--- config.mk ---
export PLATFORM = sky130hd
export DESIGN_NAME = frac_clk_div
export DESIGN_NICKNAME = d
export VERILOG_FILES = /design/src/rtl/frac_div_pkg.sv /design/src/rtl/fd_prescaler.sv /design/src/rtl/fd_phase_acc.sv /design/src/rtl/fd_half_timer.sv /design/src/rtl/frac_clk_div.sv
export SDC_FILE = /design/constraint.sdc
export NUM_CORES = 1
export LEC_CHECK = 0
export BUFFER_PORTS_ARGS = -buffer_cell sky130_fd_sc_hd__buf_4
export CAP_MARGIN = 20
export CORE_ASPECT_RATIO = 1.5
export CORE_MARGIN = 2
export CORE_UTILIZATION = 50
export DETAILED_ROUTE_END_ITERATION = 7
export HOLD_SLACK_MARGIN = 0.06
export PLACE_DENSITY_LB_ADDON = 0.1
export SETUP_SLACK_MARGIN = 0.2
export SYNTH_ARGS = -nofsm -noshare
export SYNTH_HDL_FRONTEND = slang
export SYNTH_SLANG_ARGS = --single-unit
--- constraint.sdc ---
create_clock -name clk -period 8.4 [get_ports clk]
set_clock_uncertainty 0.2 [all_clocks]
set_input_delay 0.84 -clock clk [delete_from_list [all_inputs] [get_ports clk]]
set_output_delay 0.84 -clock clk [all_outputs]
set_load 0.02 [all_outputs]
--- src/rtl/frac_div_pkg.sv ---
package frac_div_pkg;

    // Accumulator width: 4096 steps per tick of fractional phase.
    localparam int FD_ACC_W    = 12;
    // Half-period length field width (holds up to 127 ticks).
    localparam int FD_LEN_W    = 7;
    // Half-scale seed makes each carry a round-to-nearest decision.
    localparam int FD_ACC_HALF = 1 << (FD_ACC_W - 1);

    typedef enum logic {
        REF_FAST = 1'b0,   // 10 MHz reference
        REF_SLOW = 1'b1    // 5 MHz reference
    } ref_mode_e;

    typedef struct packed {
        logic [FD_LEN_W-1:0] len;   // ticks in the half period being timed
        logic [FD_ACC_W-1:0] acc;   // fractional phase after that half period
    } half_plan_t;

    // Advance the fractional phase by one half period and derive its length.
    function automatic half_plan_t fd_plan_next(
        input logic [FD_ACC_W-1:0] acc,
        input logic [FD_LEN_W-1:0] base,
        input logic [FD_ACC_W-1:0] inc
    );
        logic [FD_ACC_W:0] sum;
        half_plan_t        plan;
        sum      = {1'b0, acc} + {1'b0, inc};
        plan.acc = sum[FD_ACC_W-1:0];
        plan.len = base + {{(FD_LEN_W-1){1'b0}}, sum[FD_ACC_W]};
        return plan;
    endfunction

endpackage

--- src/rtl/fd_prescaler.sv ---
module fd_prescaler #(
    parameter int TICK_DIV = 4
) (
    input  logic clk,
    input  logic rst,
    output logic tick
);
    localparam int CNT_W = (TICK_DIV > 1) ? $clog2(TICK_DIV) : 1;

    generate
        if (TICK_DIV > 1) begin : g_count
            localparam logic [CNT_W-1:0] LAST = CNT_W'(TICK_DIV - 1);
            logic [CNT_W-1:0] div_cnt;

            always_ff @(posedge clk) begin
                if (rst) begin
                    div_cnt <= '0;
                end else if (div_cnt == LAST) begin
                    div_cnt <= '0;
                end else begin
                    div_cnt <= div_cnt + 1'b1;
                end
            end

            assign tick = (div_cnt == LAST);

            AST_TICK_SPACING: assert property (@(posedge clk) disable iff (rst)
                tick |=> !tick);
        end else begin : g_pass
            assign tick = 1'b1;
        end
    endgenerate

endmodule

--- src/rtl/fd_phase_acc.sv ---
module fd_phase_acc
    import frac_div_pkg::*;
#(
    parameter int BASE_FAST = 38,
    parameter int INC_FAST  = 602,
    parameter int BASE_SLOW = 19,
    parameter int INC_SLOW  = 301
) (
    input  logic                clk,
    input  logic                rst,
    input  ref_mode_e           mode_in,
    input  logic                advance,
    output logic [FD_LEN_W-1:0] half_len
);
    localparam logic [FD_LEN_W-1:0] B_FAST = FD_LEN_W'(BASE_FAST);
    localparam logic [FD_LEN_W-1:0] B_SLOW = FD_LEN_W'(BASE_SLOW);
    localparam logic [FD_ACC_W-1:0] I_FAST = FD_ACC_W'(INC_FAST);
    localparam logic [FD_ACC_W-1:0] I_SLOW = FD_ACC_W'(INC_SLOW);
    localparam logic [FD_ACC_W-1:0] SEED   = FD_ACC_W'(FD_ACC_HALF);

    ref_mode_e           mode_q;
    half_plan_t          plan_q;
    half_plan_t          seed_plan;
    half_plan_t          step_plan;
    logic [FD_LEN_W-1:0] base_in, base_q;
    logic [FD_ACC_W-1:0] inc_in, inc_q;

    always_comb begin
        base_in = (mode_in == REF_SLOW) ? B_SLOW : B_FAST;
        inc_in  = (mode_in == REF_SLOW) ? I_SLOW : I_FAST;
        base_q  = (mode_q  == REF_SLOW) ? B_SLOW : B_FAST;
        inc_q   = (mode_q  == REF_SLOW) ? I_SLOW : I_FAST;
    end

    // The first half period is planned while reset is held; later ones are
    // planned at each toggle, one full half period before they are needed.
    always_comb begin
        seed_plan = fd_plan_next(SEED, base_in, inc_in);
        step_plan = fd_plan_next(plan_q.acc, base_q, inc_q);
    end

    always_ff @(posedge clk) begin
        if (rst) begin
            mode_q <= mode_in;
            plan_q <= seed_plan;
        end else if (advance) begin
            plan_q <= step_plan;
        end
    end

    assign half_len = plan_q.len;

    AST_MODE_HELD: assert property (@(posedge clk) disable iff (rst)
        !rst |=> $stable(mode_q));

    AST_LEN_PAIR: assert property (@(posedge clk) disable iff (rst)
        (half_len == base_q) || (half_len == base_q + 1'b1));

endmodule

--- src/rtl/fd_half_timer.sv ---
module fd_half_timer
    import frac_div_pkg::*;
(
    input  logic                clk,
    input  logic                rst,
    input  logic                tick,
    input  logic [FD_LEN_W-1:0] half_len,
    output logic                advance
);
    logic [FD_LEN_W-1:0] tick_cnt;
    logic                at_end;

    assign at_end  = (tick_cnt == half_len - 1'b1);
    assign advance = tick && at_end;

    always_ff @(posedge clk) begin
        if (rst) begin
            tick_cnt <= '0;
        end else if (advance) begin
            tick_cnt <= '0;
        end else if (tick) begin
            tick_cnt <= tick_cnt + 1'b1;
        end
    end

    AST_CNT_BELOW_LEN: assert property (@(posedge clk) disable iff (rst)
        tick_cnt < half_len);

endmodule

--- src/rtl/frac_clk_div.sv ---
module frac_clk_div
    import frac_div_pkg::*;
#(
    parameter int TICK_DIV  = 4,
    parameter int BASE_FAST = 38,
    parameter int INC_FAST  = 602,
    parameter int BASE_SLOW = 19,
    parameter int INC_SLOW  = 301
) (
    input  logic clk,
    input  logic rst,
    input  logic ref_sel,
    output logic sq_out,
    output logic tgl_strobe
);
    logic                tick;
    logic                advance;
    logic [FD_LEN_W-1:0] half_len;
    ref_mode_e           mode_in;

    assign mode_in = ref_sel ? REF_SLOW : REF_FAST;

    fd_prescaler #(
        .TICK_DIV (TICK_DIV)
    ) u_prescaler (
        .clk  (clk),
        .rst  (rst),
        .tick (tick)
    );

    fd_phase_acc #(
        .BASE_FAST (BASE_FAST),
        .INC_FAST  (INC_FAST),
        .BASE_SLOW (BASE_SLOW),
        .INC_SLOW  (INC_SLOW)
    ) u_phase_acc (
        .clk      (clk),
        .rst      (rst),
        .mode_in  (mode_in),
        .advance  (advance),
        .half_len (half_len)
    );

    fd_half_timer u_half_timer (
        .clk      (clk),
        .rst      (rst),
        .tick     (tick),
        .half_len (half_len),
        .advance  (advance)
    );

    always_ff @(posedge clk) begin
        if (rst) begin
            sq_out     <= 1'b0;
            tgl_strobe <= 1'b0;
        end else begin
            tgl_strobe <= advance;
            if (advance) begin
                sq_out <= ~sq_out;
            end
        end
    end

    AST_QUIET_IN_RESET: assert property (@(posedge clk)
        rst |=> (!sq_out && !tgl_strobe));

    AST_STROBE_ON_CHANGE: assert property (@(posedge clk) disable iff (rst)
        (sq_out != $past(sq_out)) |-> tgl_strobe);

    AST_STROBE_ONLY_CHANGE: assert property (@(posedge clk) disable iff (rst)
        tgl_strobe |-> (sq_out != $past(sq_out)));

    AST_TOGGLE_ON_TICK: assert property (@(posedge clk) disable iff (rst)
        tgl_strobe |-> $past(tick));

endmodule

# --- After elaboration in Yosys (flattened, before gate mapping) ---
# Index checks and enable logic that the tools add are counted.
classes:
  n_addsub: 7
  n_mul: 0
  n_div: 0
  magnitude_cmp: 0
  n_eq_ne: 2
  n_shift: 0
  muxes: 7
  n_bitwise: 1
  reduce_logical: 4
ops:
  columns: ["operator", "count"]
  rows:
  - ["two-way mux 19 bit", 2]
  - ["two-way mux 10 bit", 2]
  - ["adder 7 x 1 -> 7 bit", 2]
  - ["adder 12 x 12 -> 13 bit", 1]
  - ["adder 12 x 12 -> 13 bit, first input constant", 1]
  - ["two-way mux 6 bit", 2]
  - ["adder 7 x 1 -> 7 bit, second input constant", 1]
  - ["== test 7 bit", 1]
  - ["subtractor 7 x 1 -> 7 bit, second input constant", 1]
  - ["OR reduction 2 bit", 2]
  - ["adder 2 x 1 -> 2 bit, second input constant", 1]
  - ["== test 2 bit, second input constant", 1]
  - ["nonzero test 2 bit", 1]
  - ["logical AND 1 bit", 1]
  - ["two-way mux 1 bit", 1]
  - ["inverter 1 bit", 1]
word_totals:
  ff_bits: 31
  latchBits: 0
  mem_bits_rw: 0
  romBits: 0
  input_bits: 3
  output_inout_bits: 2
  wordCells: 28
  mem_count: 0

# --- Logic depth before layout (Yosys ltp) ---
# Gate-level depths: netlist of run 1.
depth:
  word_depth: 5
  mapped_depth: 11
  ltp_nobuf: 11

# --- Modules after synthesis ---
# Synthesis of run 1 repeated with hierarchy kept, for this count alone.
unflattened:
  cells_unflattened: 196
  area_unflattened_um2: 1991.9
by_module_without_submodules:
  columns: ["mod", "n_inst", "cells_each", "area_each_um2", "seq_area_each_um2"]
  rows:
  - ["fd_phase_acc", 1, 125, 1312.5, 570.5]
  - ["fd_half_timer", 1, 61, 545.5, 140.1]
  - ["fd_prescaler", 1, 5, 75.1, 40.0]
  - ["frac_clk_div", 1, 5, 58.8, 40.0]

# --- Worst setup path before layout of run 1 ---
# OpenSTA, ideal clock, no wires.
synth_timing:
  path_kind: "register to register"
  startpoint: "register u_phase_acc.plan_q, in the netlist u_phase_acc.half_len[0]"
  endpoint: "register u_phase_acc.plan_q, in the netlist u_phase_acc.half_len[0] (enable)"
  setup_ns: 0.375
  arrival_time_ns: 2.326
  required_ns: 7.825
  slack_ns: 5.499
  stages_incl_launch_ff: 8
  path_buffers: 0
  synth_period_minus_slack_ns: 2.901
  path_cell_list: "edfxtp_1 inv_1 ha_1 nor3b_1 mux2_2 a22oi_1 a2111oi_4 or2_1"
synth_via:
  elab_chain_cells: 4
synth_rtl:
  columns: ["item", "line_no", "rtl"]
  rows:
  - ["start, declared", "fd_phase_acc.sv:22", "half_plan_t plan_q;"]
  - ["start signal, assigned", "fd_phase_acc.sv:45", "plan_q <= seed_plan;"]
  - ["start signal, assigned", "fd_phase_acc.sv:47", "plan_q <= step_plan;"]
  - ["subtractor 7 x 1 -> 7 bit", "fd_half_timer.sv:13", "assign at_end = (tick_cnt == half_len - 1'b1);"]
  - ["== test 7 bit", "fd_half_timer.sv:13", null]
  - ["logical AND 1 bit", "fd_half_timer.sv:14", "assign advance = tick && at_end;"]
  - ["nonzero test 2 bit (no source line)", null, null]
# Every way passes these cells.
# A chain may end at the register's enable or synchronous reset.

# --- Final worst setup path of run 1 ---
layout_timing:
  startpoint: "register u_phase_acc.plan_q, in the netlist u_phase_acc.half_len[0]"
  endpoint: "register u_phase_acc.plan_q, in the netlist u_phase_acc.half_len[3] (enable)"
# Same word-level chain as after synthesis.

==> results.txt, run 1 <==
GPL Wtd Cong -> 0.818
family with the most delay on the worst path -> simple AND/OR/NAND/NOR gates
sequential share of power -> 45.9%
Slew HR -> 44.6%
Crit path largest cell delay -> 0.74 ns
multi-input logic area -> 991 um2
FP Rows -> 27
net count after synthesis -> 198
Post-CTS Setup Bufs -> 0
Main synth FF type -> edfxtp_1
unrepaired setup endpoints after global routing -> no
drt first pass iters -> 4
initial drt markers -> 12
Final Setup Violations -> 0
antenna-violating nets left -> 0
Final WS setup -> 5.02 ns
synth unique cells -> 46
core area -> 3580 um2
leakage -> 0.766 nW
Gate Count Post-Synth -> 181
status -> completed
Sequential cell area -> 791 um2
CTS Hold Bufs -> 0
number of synthesis warnings -> 0
CTS tree -> done
Area Overhead vs Synth -> 9.53%
die span in x -> 53.5 um
Ant. Diodes -> 0
slew at the pin closest to its max-slew limit -> 0.831 ns
sequential area share after synthesis -> 43.0%
Final period util -> 40.3%
cell chain of the critical path -> inv_1 > ha_1 > nor3b_1 > mux2_2 > a22oi_1 > a2111oi_4 > or2_1
DRC viols -> 0
root buffer cell -> clkbuf_8
number of placed I/O pins -> 5
total CTS buffers -> 5
most common library cell in the layout ignoring fill and taps -> edfxtp_1
largest net degree at the start of global routing -> 45
clk sink count -> 30
setup TNS -> 0 ns
DIE AREA -> 4190 um2
fin cells -> 231
mapped cell area -> 1840 um2
H-tree Lvls -> 2
MaxCap Viol Count -> 0
endpoints failing hold -> 0
Worst EP required -> 8.10 ns
number of global-route vias before repair -> 1393
antenna violations before repair -> 0
placed insts -> 223
fin. max-slew vios -> 0
hold crit path type -> flop to flop
WL per Instance -> 15.0 um
CP bufs+invs -> 1
Mapped Avg Cell Area -> 10.2 um2
Power Density -> 197 nW/um2
class of the most critical setup path -> flop to flop
DP Worst Slack -> 5.00 ns
P_int -> 0.289 mW
PostCTS Resize Cnt -> 0
most frequent cells in the layout -> edfxtp_1, nor3_1, ha_1
clock slew at reported path FFs -> 0.06 ns
Final min period -> 3.38 ns
Overflow after GRT -> 0
Logic pwr share -> 19.9%
fillers -> 340
crit start category -> flop
first-pass GRT wire length -> 5920 um
Die Y -> 78.3 um
total length of routed wires -> 3460 um
Clk pwr share -> 34.2%
Worst Setup End Kind -> flop
NetSw -> 0.108 mW
worst vdd ir -> 148 uV
Initial Utilization -> 51.3%
switching share of power -> 27.3%
Yosys reg bits -> 30
Layout Nets -> 204
Tot GR Track Use -> 19.1%
Max FO, Critical Path -> 18
Synth async-reset ratio -> 0%
PortBufs -> 4
number of buffers on the longest clock path -> 2
via/cell ratio -> 5.86
layout cells sized above 1 -> 9.04%
fmax -> 0.296 GHz
Vias -> 1353
arrival time at the worst endpoint -> 3.09 ns
dpl hpwl -> 2450 um
number of enable flip-flop cells after synthesis -> 19
slowest CP cell -> or2_1
Worst-Skew Late Latency -> 0.28 ns
-- state kept, by name, summed over array words and instances (netlist names) --
signal and flops:
u_phase_acc.plan_q 12, u_prescaler.g_count.div_cnt 2, u_phase_acc.mode_q 1, sq_out 1
tgl_strobe 1, u_phase_acc.half_len 6, u_half_timer.tick_cnt 7
-- power by group through the flow --
stage	sequential [mW]	clock, mW	combinational [mW]
final	0.182	0.136	0.0790
after global routing	0.184	0.144	0.0900
after CTS	0.182	0.139	0.0796
after detailed placement	0.185	0	0.0788
after global placement	0.184	0	0.0764
after floorplan	0.182	0	0.0640
-- cells in the mapped netlist, drive strengths merged (4+ instances only) --
cell / count / share of area, %
nor2b: 5 / 1.7
edfxtp: 19 / 31
xnor2: 9 / 4.3
dfxtp: 11 / 12
nor3: 18 / 4.9
nand2b: 4 / 1.4
nand4: 4 / 1.4
inv: 10 / 2.0
nor2: 13 / 2.8
ha: 13 / 8.8
nand2: 10 / 2.0
clkbuf: 5 / 1.0
o21ai: 6 / 1.6
xor2: 9 / 4.3
a21oi: 4 / 1.1
-- worst reg2reg max path: cells and delay by family, from the launching register on --
kind	cells	cell delay, ns
adder cells (fa/ha/maj)	1	0.17
AND/OR/NAND/NOR	2	1.14
flip-flops	1	0.43
multiplexers	1	0.24
AO/OA/AOI/OAI	2	0.73
buffers and inverters	1	0.09
-- cells by family (layout without fill, tap and decap cells) --
logic type | count (synthesis) | in the layout | share of synthesized area, %
AND/OR/NAND/NOR | 69 | 69 | 19.7
flip-flops | 30 | 30 | 43.0
buffers and inverters | 15 | 22 | 3.06
AO/OA/AOI/OAI | 30 | 30 | 12.6
XOR/XNOR | 18 | 18 | 8.58
adder cells (fa/ha/maj) | 14 | 14 | 9.94
multiplexers | 5 | 5 | 3.06
-- per-stage QoR --
| step | power [mW] | util (%) | cell area, um2 | hold WS [ns] |
|---|---|---|---|---|
| 2_1_floorplan | 0.246 | - | 1840 | 0.198 |
| 3_3_place_gp | 0.261 | 53.1 | 1900 | 0.209 |
| 3_5_place_dp | 0.264 | 53.1 | 1900 | 0.230 |
| 4_1_cts | 0.401 | 56.2 | 2010 | 0.245 |
| 5_1_grt | 0.418 | 56.2 | 2010 | 0.264 |
| 6_report | 0.397 | 56.2 | 2010 | 0.243 |
-- routing by layer --
metal / vias up / global-route usage [%] / routed length, um
met3: 6 / 4.18 / 66
met5: - / 0 / 0
met2: 9 / 34.8 / 1910
li1: 676 / - / -
met1: 662 / 19.7 / 1430
met4: 0 / 8.72 / 55
-- final cells by class --
cell class,instances,area share (%)
Sequential cell,30,39.3
Clock buffer,8,5.47
Tap cell,43,2.67
Timing Repair Buffer,4,1.49
Multi-Input combinational cell,136,49.2
Inverter,10,1.86
-- worst paths after layout --
path                                  start                              to  slack [ns]  depth (start not counted)
max                 u_phase_acc.half_len[0]         u_phase_acc.half_len[3]        5.02                          7
min reg2reg  u_prescaler.g_count.div_cnt[0]  u_prescaler.g_count.div_cnt[0]        0.24                          1
min          u_prescaler.g_count.div_cnt[0]  u_prescaler.g_count.div_cnt[0]        0.24                          1
max reg2reg         u_phase_acc.half_len[0]         u_phase_acc.half_len[3]        5.02                          7
Power figures use the tool's default switching activity.
==> run 2: changes to the inputs <==
- clock period: 8.4 -> 3.3 ns (I/O delays scaled with it)
==> results.txt, run 2 (same netlist as run 1, synthesis figures left out) <==
number of placed I/O pins -> 5 (unchanged)
Logic pwr share -> 21.0% (+1.1 points)
dpl hpwl -> 2510 um (+2.5%)
fin. max-slew vios -> 0 (unchanged)
total CTS buffers -> 5 (unchanged)
antenna-violating nets left -> 0 (unchanged)
post-route cell area -> 2010 um2 (-0.19%)
Tot GR Track Use -> 19.4% (+0.25 points)
number of buffers on the longest clock path -> 2 (unchanged)
CTS Hold Bufs -> 0 (unchanged)
GPL Wtd Cong -> 0.741 (-9.4%)
fmax -> 0.344 GHz (+16%)
Clk pwr share -> 31.6% (-2.6 points)
Final Setup Violations -> 0 (unchanged)
Worst-Skew Late Latency -> 0.28 ns (about the same)
crit start category -> flop
H-tree Lvls -> 2 (unchanged)
Final min period -> 2.91 ns (-0.472 ns)
die span in x -> 53.5 um (unchanged)
setup TNS -> 0 ns (unchanged)
Area Overhead vs Synth -> 9.33%
layout cells sized above 1 -> 10.0% (+0.96 points)
antenna violations before repair -> 0 (unchanged)
Max FO, Critical Path -> 8 (-10)
P_int -> 0.693 mW (+140%)
most common library cell in the layout ignoring fill and taps -> edfxtp_1
Initial Utilization -> 51.3% (unchanged)
Power Density -> 485 nW/um2 (+150%)
RR Endpoint -> u_phase_acc.half_len[0]
endpoints failing hold -> 0 (unchanged)
Overflow after GRT -> 0 (unchanged)
initial drt markers -> 34 (+22)
unrepaired setup endpoints after global routing -> no
core area -> 3580 um2 (unchanged)
max reg flops -> 12 (unchanged)
total length of routed wires -> 3510 um (+1.3%)
most frequent cells in the layout -> edfxtp_1, nor3_1, ha_1
DIE AREA -> 4190 um2 (unchanged)
Die Y -> 78.3 um (unchanged)
status -> completed
Reg2Reg Setup Slack -> 0.39 ns (-4.63 ns)
drt first pass iters -> 4 (unchanged)
first-pass GRT wire length -> 5950 um (+0.57%)
Worst Setup End Kind -> flop
WHS Path Cells -> 1 (unchanged)
hold crit path type -> primary input to flop
placed instance area -> 1920 um2 (+0.79%)
Worst EP required -> 3.11 ns (-4.99 ns)
worst vdd ir -> 390 uV (+160%)
via/cell ratio -> 5.88 (+0.39%)
Slew HR -> 65.2% (+21 points)
arrival time at the worst endpoint -> 2.72 ns (-0.37 ns)
DRC viols -> 0 (unchanged)
Ant. Diodes -> 0 (unchanged)
slew at the pin closest to its max-slew limit -> 0.520 ns (-0.310 ns)
WL per Instance -> 15.0 um (+0.46%)
leakage -> 0.768 nW (+0.22%)
Reg-to-Reg Start -> u_phase_acc.mode_q
MaxCap Viol Count -> 0 (unchanged)
largest net degree at the start of global routing -> 45 (unchanged)
CTS tree -> done
Layout Nets -> 206 (+0.98%)
NetSw -> 0.280 mW (+160%)
switching share of power -> 28.8% (+1.5 points)
hold path endpoint -> u_phase_acc.mode_q
Vias -> 1370 (+1.3%)
Hold Crit Start -> ref_sel
Tot Pwr -> 0.974 mW (+150%)
PortBufs -> 4 (unchanged)
clk sink count -> 30 (unchanged)
Reg2Reg Depth -> 10 (+3)
Final period util -> 88.2% (+48 points)
Top reg by flops -> u_phase_acc.plan_q
class of the most critical setup path -> flop to flop
clock slew at reported path FFs -> 0.06 ns (about the same)
sequential share of power -> 47.3% (+1.4 points)
FP Rows -> 27 (unchanged)
number of global-route vias before repair -> 1341 (-3.7%)
root buffer cell -> clkbuf_8
==> run 2: power by group through the flow <==
stage / clock, mW / sequential [mW] / combinational [mW]
after floorplan: 0 / 0.464 / 0.163
after global placement: 0 / 0.467 / 0.198
after detailed placement: 0 / 0.469 / 0.205
after CTS: 0.318 / 0.461 / 0.206
final: 0.308 / 0.461 / 0.205
after global routing: 0.333 / 0.466 / 0.233
==> run 2: final cells by class <==
class,instances,area (um2)
timing repair buffer,6,45.0
fill,346,1570
inverter,10,37.5
clock inverter,1,5.00
sequential,30,791
multi-input combinational,136,991
tap,43,53.8
clock buffer,7,86.3
==> run 2: through the flow <==
stage	setup WS, ns	util, %	instances	hold slack (ns)
2_1_floorplan	0.399	-	181	0.198
3_3_place_gp	0.340	53.6	225	0.208
3_5_place_dp	0.267	53.6	225	0.221
4_1_cts	0.252	56.1	233	0.0759
5_1_grt	0.287	56.1	233	0.0790
6_report	0.390	56.1	233	0.0815
==> run 2: repair_timing <==
item | 4_1_cts | 5_1_grt
setup endpoints to repair | 0 | 18
gates resized for setup | 0 | 1
setup buffers | 0 | 0
==> run 2: worst max path at each step <==
stage	from	cells past startpoint	slack (ns)	to
floorplan	u_phase_acc.half_len[0]	7	0.40	u_phase_acc.half_len[0]
global placement	u_phase_acc.half_len[0]	7	0.34	u_phase_acc.plan_q[7]
detailed placement	u_phase_acc.half_len[0]	7	0.27	u_phase_acc.plan_q[9]
CTS	u_phase_acc.half_len[0]	7	0.25	u_phase_acc.half_len[1]
global route	u_phase_acc.mode_q	10	0.29	u_phase_acc.half_len[0]
finish	u_phase_acc.mode_q	10	0.39	u_phase_acc.half_len[0]
==> run 2: critical path: stages, from the launching register on <==
cell and delay [ns]:
edfxtp_1 0.39, buf_4 0.19, fa_1 0.42, nand2b_1 0.20
a21boi_0 0.30, o21a_1 0.23, o21a_1 0.23, o31a_1 0.15
ha_1 0.22, inv_1 0.05, o21ai_0 0.06
==> run 2: per-layer routing <==
layer | track usage [%] | up-vias | routed length [um]
li1 | - | 685 | -
met1 | 21.9 | 665 | 1420
met2 | 33.6 | 14 | 1960
met3 | 4.37 | 6 | 69
met4 | 8.21 | 0 | 57
met5 | 0 | - | 0
==> run 3: changes to the inputs <==
- CORE_UTILIZATION: 50 -> 60
==> results.txt, run 3 (same netlist as run 1, synthesis figures left out) <==
status -> completed
Worst Setup End Kind -> flop
DIE AREA -> 3530 um2 (-16%)
die span in x -> 49.2 um (-8.1%)
clock slew at reported path FFs -> 0.07 ns (about the same)
multi-input logic area -> 991 um2 (unchanged)
antenna violations before repair -> 0 (unchanged)
hold crit path type -> primary input to flop
placed instance area -> 1910 um2 (-0.26%)
layout cells sized above 1 -> 10.0% (unchanged)
max reg flops -> 12 (unchanged)
post-route cell area -> 2000 um2 (-0.69%)
Vias -> 1344 (-1.9%)
Max FO, Critical Path -> 8 (unchanged)
WL per Instance -> 15.1 um (+0.44%)
MaxCap Viol Count -> 0 (unchanged)
Top reg by flops -> u_phase_acc.plan_q
largest net degree at the start of global routing -> 45 (unchanged)
root buffer cell -> clkbuf_8
FP Rows -> 24 (-11%)
Worst-Skew Late Latency -> 0.29 ns (about the same)
Final Setup Violations -> 0 (unchanged)
arrival time at the worst endpoint -> 2.70 ns (-0.02 ns)
unrepaired setup endpoints after global routing -> no
Worst EP required -> 3.13 ns (+0.02 ns)
total length of routed wires -> 3460 um (-1.3%)
crit start category -> flop
clk sink count -> 30 (unchanged)
endpoints failing hold -> 0 (unchanged)
GPL Wtd Cong -> 0.802 (+8.2%)
Area Overhead vs Synth -> 8.58%
Layout Nets -> 206 (unchanged)
fillers -> 240 (-31%)
DRC viols -> 0 (unchanged)
number of buffers on the longest clock path -> 2 (unchanged)
PortBufs -> 4 (unchanged)
Slew HR -> 60.1% (-5.1 points)
Sequential cell area -> 791 um2 (unchanged)
setup TNS -> 0 ns (unchanged)
H-tree Lvls -> 2 (unchanged)
Initial Utilization -> 63.1% (+12 points)
Die Y -> 71.8 um (-8.3%)
core area -> 2910 um2 (-19%)
slew at the pin closest to its max-slew limit -> 0.596 ns (+0.0761 ns)
antenna-violating nets left -> 0 (unchanged)
number of global-route vias before repair -> 1458 (+8.7%)
first-pass GRT wire length -> 6470 um (+8.6%)
leakage -> 0.765 nW (-0.43%)
Final period util -> 86.8% (-1.4 points)
number of placed I/O pins -> 5 (unchanged)
most common library cell in the layout ignoring fill and taps -> edfxtp_1
most frequent cells in the layout -> edfxtp_1, nor3_1, ha_1
drt first pass iters -> 4 (unchanged)
fin. max-slew vios -> 0 (unchanged)
Final min period -> 2.86 ns (-0.0446 ns)
met3 WL post-DR -> 82 um (+19%)
Tot GR Track Use -> 24.2% (+4.8 points)
Post-CTS Setup Bufs -> 0 (unchanged)
WL met1 -> 1400 um (-1.6%)
CTS tree -> done
Power Density -> 479 nW/um2 (-1.1%)
total CTS buffers -> 5 (unchanged)
class of the most critical setup path -> flop to flop
initial drt markers -> 50 (+47%)
PostCTS Resize Cnt -> 0 (unchanged)
Ant. Diodes -> 0 (unchanged)
CTS Hold Bufs -> 0 (unchanged)
max layer used -> met4
dpl hpwl -> 2400 um (-4.6%)
Overflow after GRT -> 0 (unchanged)
worst vdd ir -> 357 uV (-8.5%)
fmax -> 0.349 GHz (+1.6%)
metal2 WL -> 1890 um (-3.6%)
via/cell ratio -> 5.87 (-0.18%)
run 3: worst paths after layout:
| check | to | slack [ns] | cells after the start | startpoint |
|---|---|---|---|---|
| worst max-delay path | u_phase_acc.half_len[0] | 0.44 | 10 | u_phase_acc.mode_q |
| worst min-delay path | u_phase_acc.mode_q | 0.08 | 1 | ref_sel |
| worst max register to register | u_phase_acc.half_len[0] | 0.44 | 10 | u_phase_acc.mode_q |
| worst min register to register | u_prescaler.g_count.div_cnt[0] | 0.23 | 1 | u_prescaler.g_count.div_cnt[0] |
run 3: report_power, final:
| part | internal (mW) | total (mW) | leakage [nW] | switching (mW) |
|---|---|---|---|---|
| logic | 0.0871 | 0.209 | 0.447 | 0.122 |
| clock network | 0.146 | 0.286 | 0.0450 | 0.141 |
| registers | 0.439 | 0.462 | 0.273 | 0.0226 |
| total | 0.672 | 0.957 | 0.765 | 0.285 |
run 3: metrics by stage:
| stage | std cells | util [%] | setup slack (ns) | hold slack [ns] | power, mW |
|---|---|---|---|---|---|
| final | 229 | 68.5 | 0.435 | 0.0836 | 0.957 |
| after floorplan | 181 | - | 0.399 | 0.198 | 0.627 |
| after global placement | 221 | 65.7 | 0.423 | 0.206 | 0.664 |
| after detailed placement | 221 | 65.7 | 0.328 | 0.216 | 0.677 |
| after CTS | 229 | 68.5 | 0.313 | 0.0780 | 0.960 |
| after global routing | 229 | 68.5 | 0.203 | 0.0731 | 1.01 |
run 3: final cells by class:
class                      instances  area share, %
tap                               39           2.45
clock buffer                       6           3.64
sequential                        30           39.6
clock inverter                     2          0.502
inverter                          10           1.88
multi-input combinational        136           49.7
timing repair buffer               6           2.26
run 3: worst max-delay path, stage by stage, from the launching register on:
cell and delay [ns]:
edfxtp_1 0.38, buf_4 0.19, fa_1 0.44, nand2b_1 0.18, a21boi_0 0.26, o21a_1 0.24
o21a_1 0.23, o31a_1 0.17, ha_1 0.23, inv_1 0.05, o21ai_0 0.06
run 3: per-layer routing:
layer	track usage, %	vias up
li1	-	679
met1	27.5	639
met3	5.63	10
met2	42.0	16
met5	0	-
met4	12.1	0
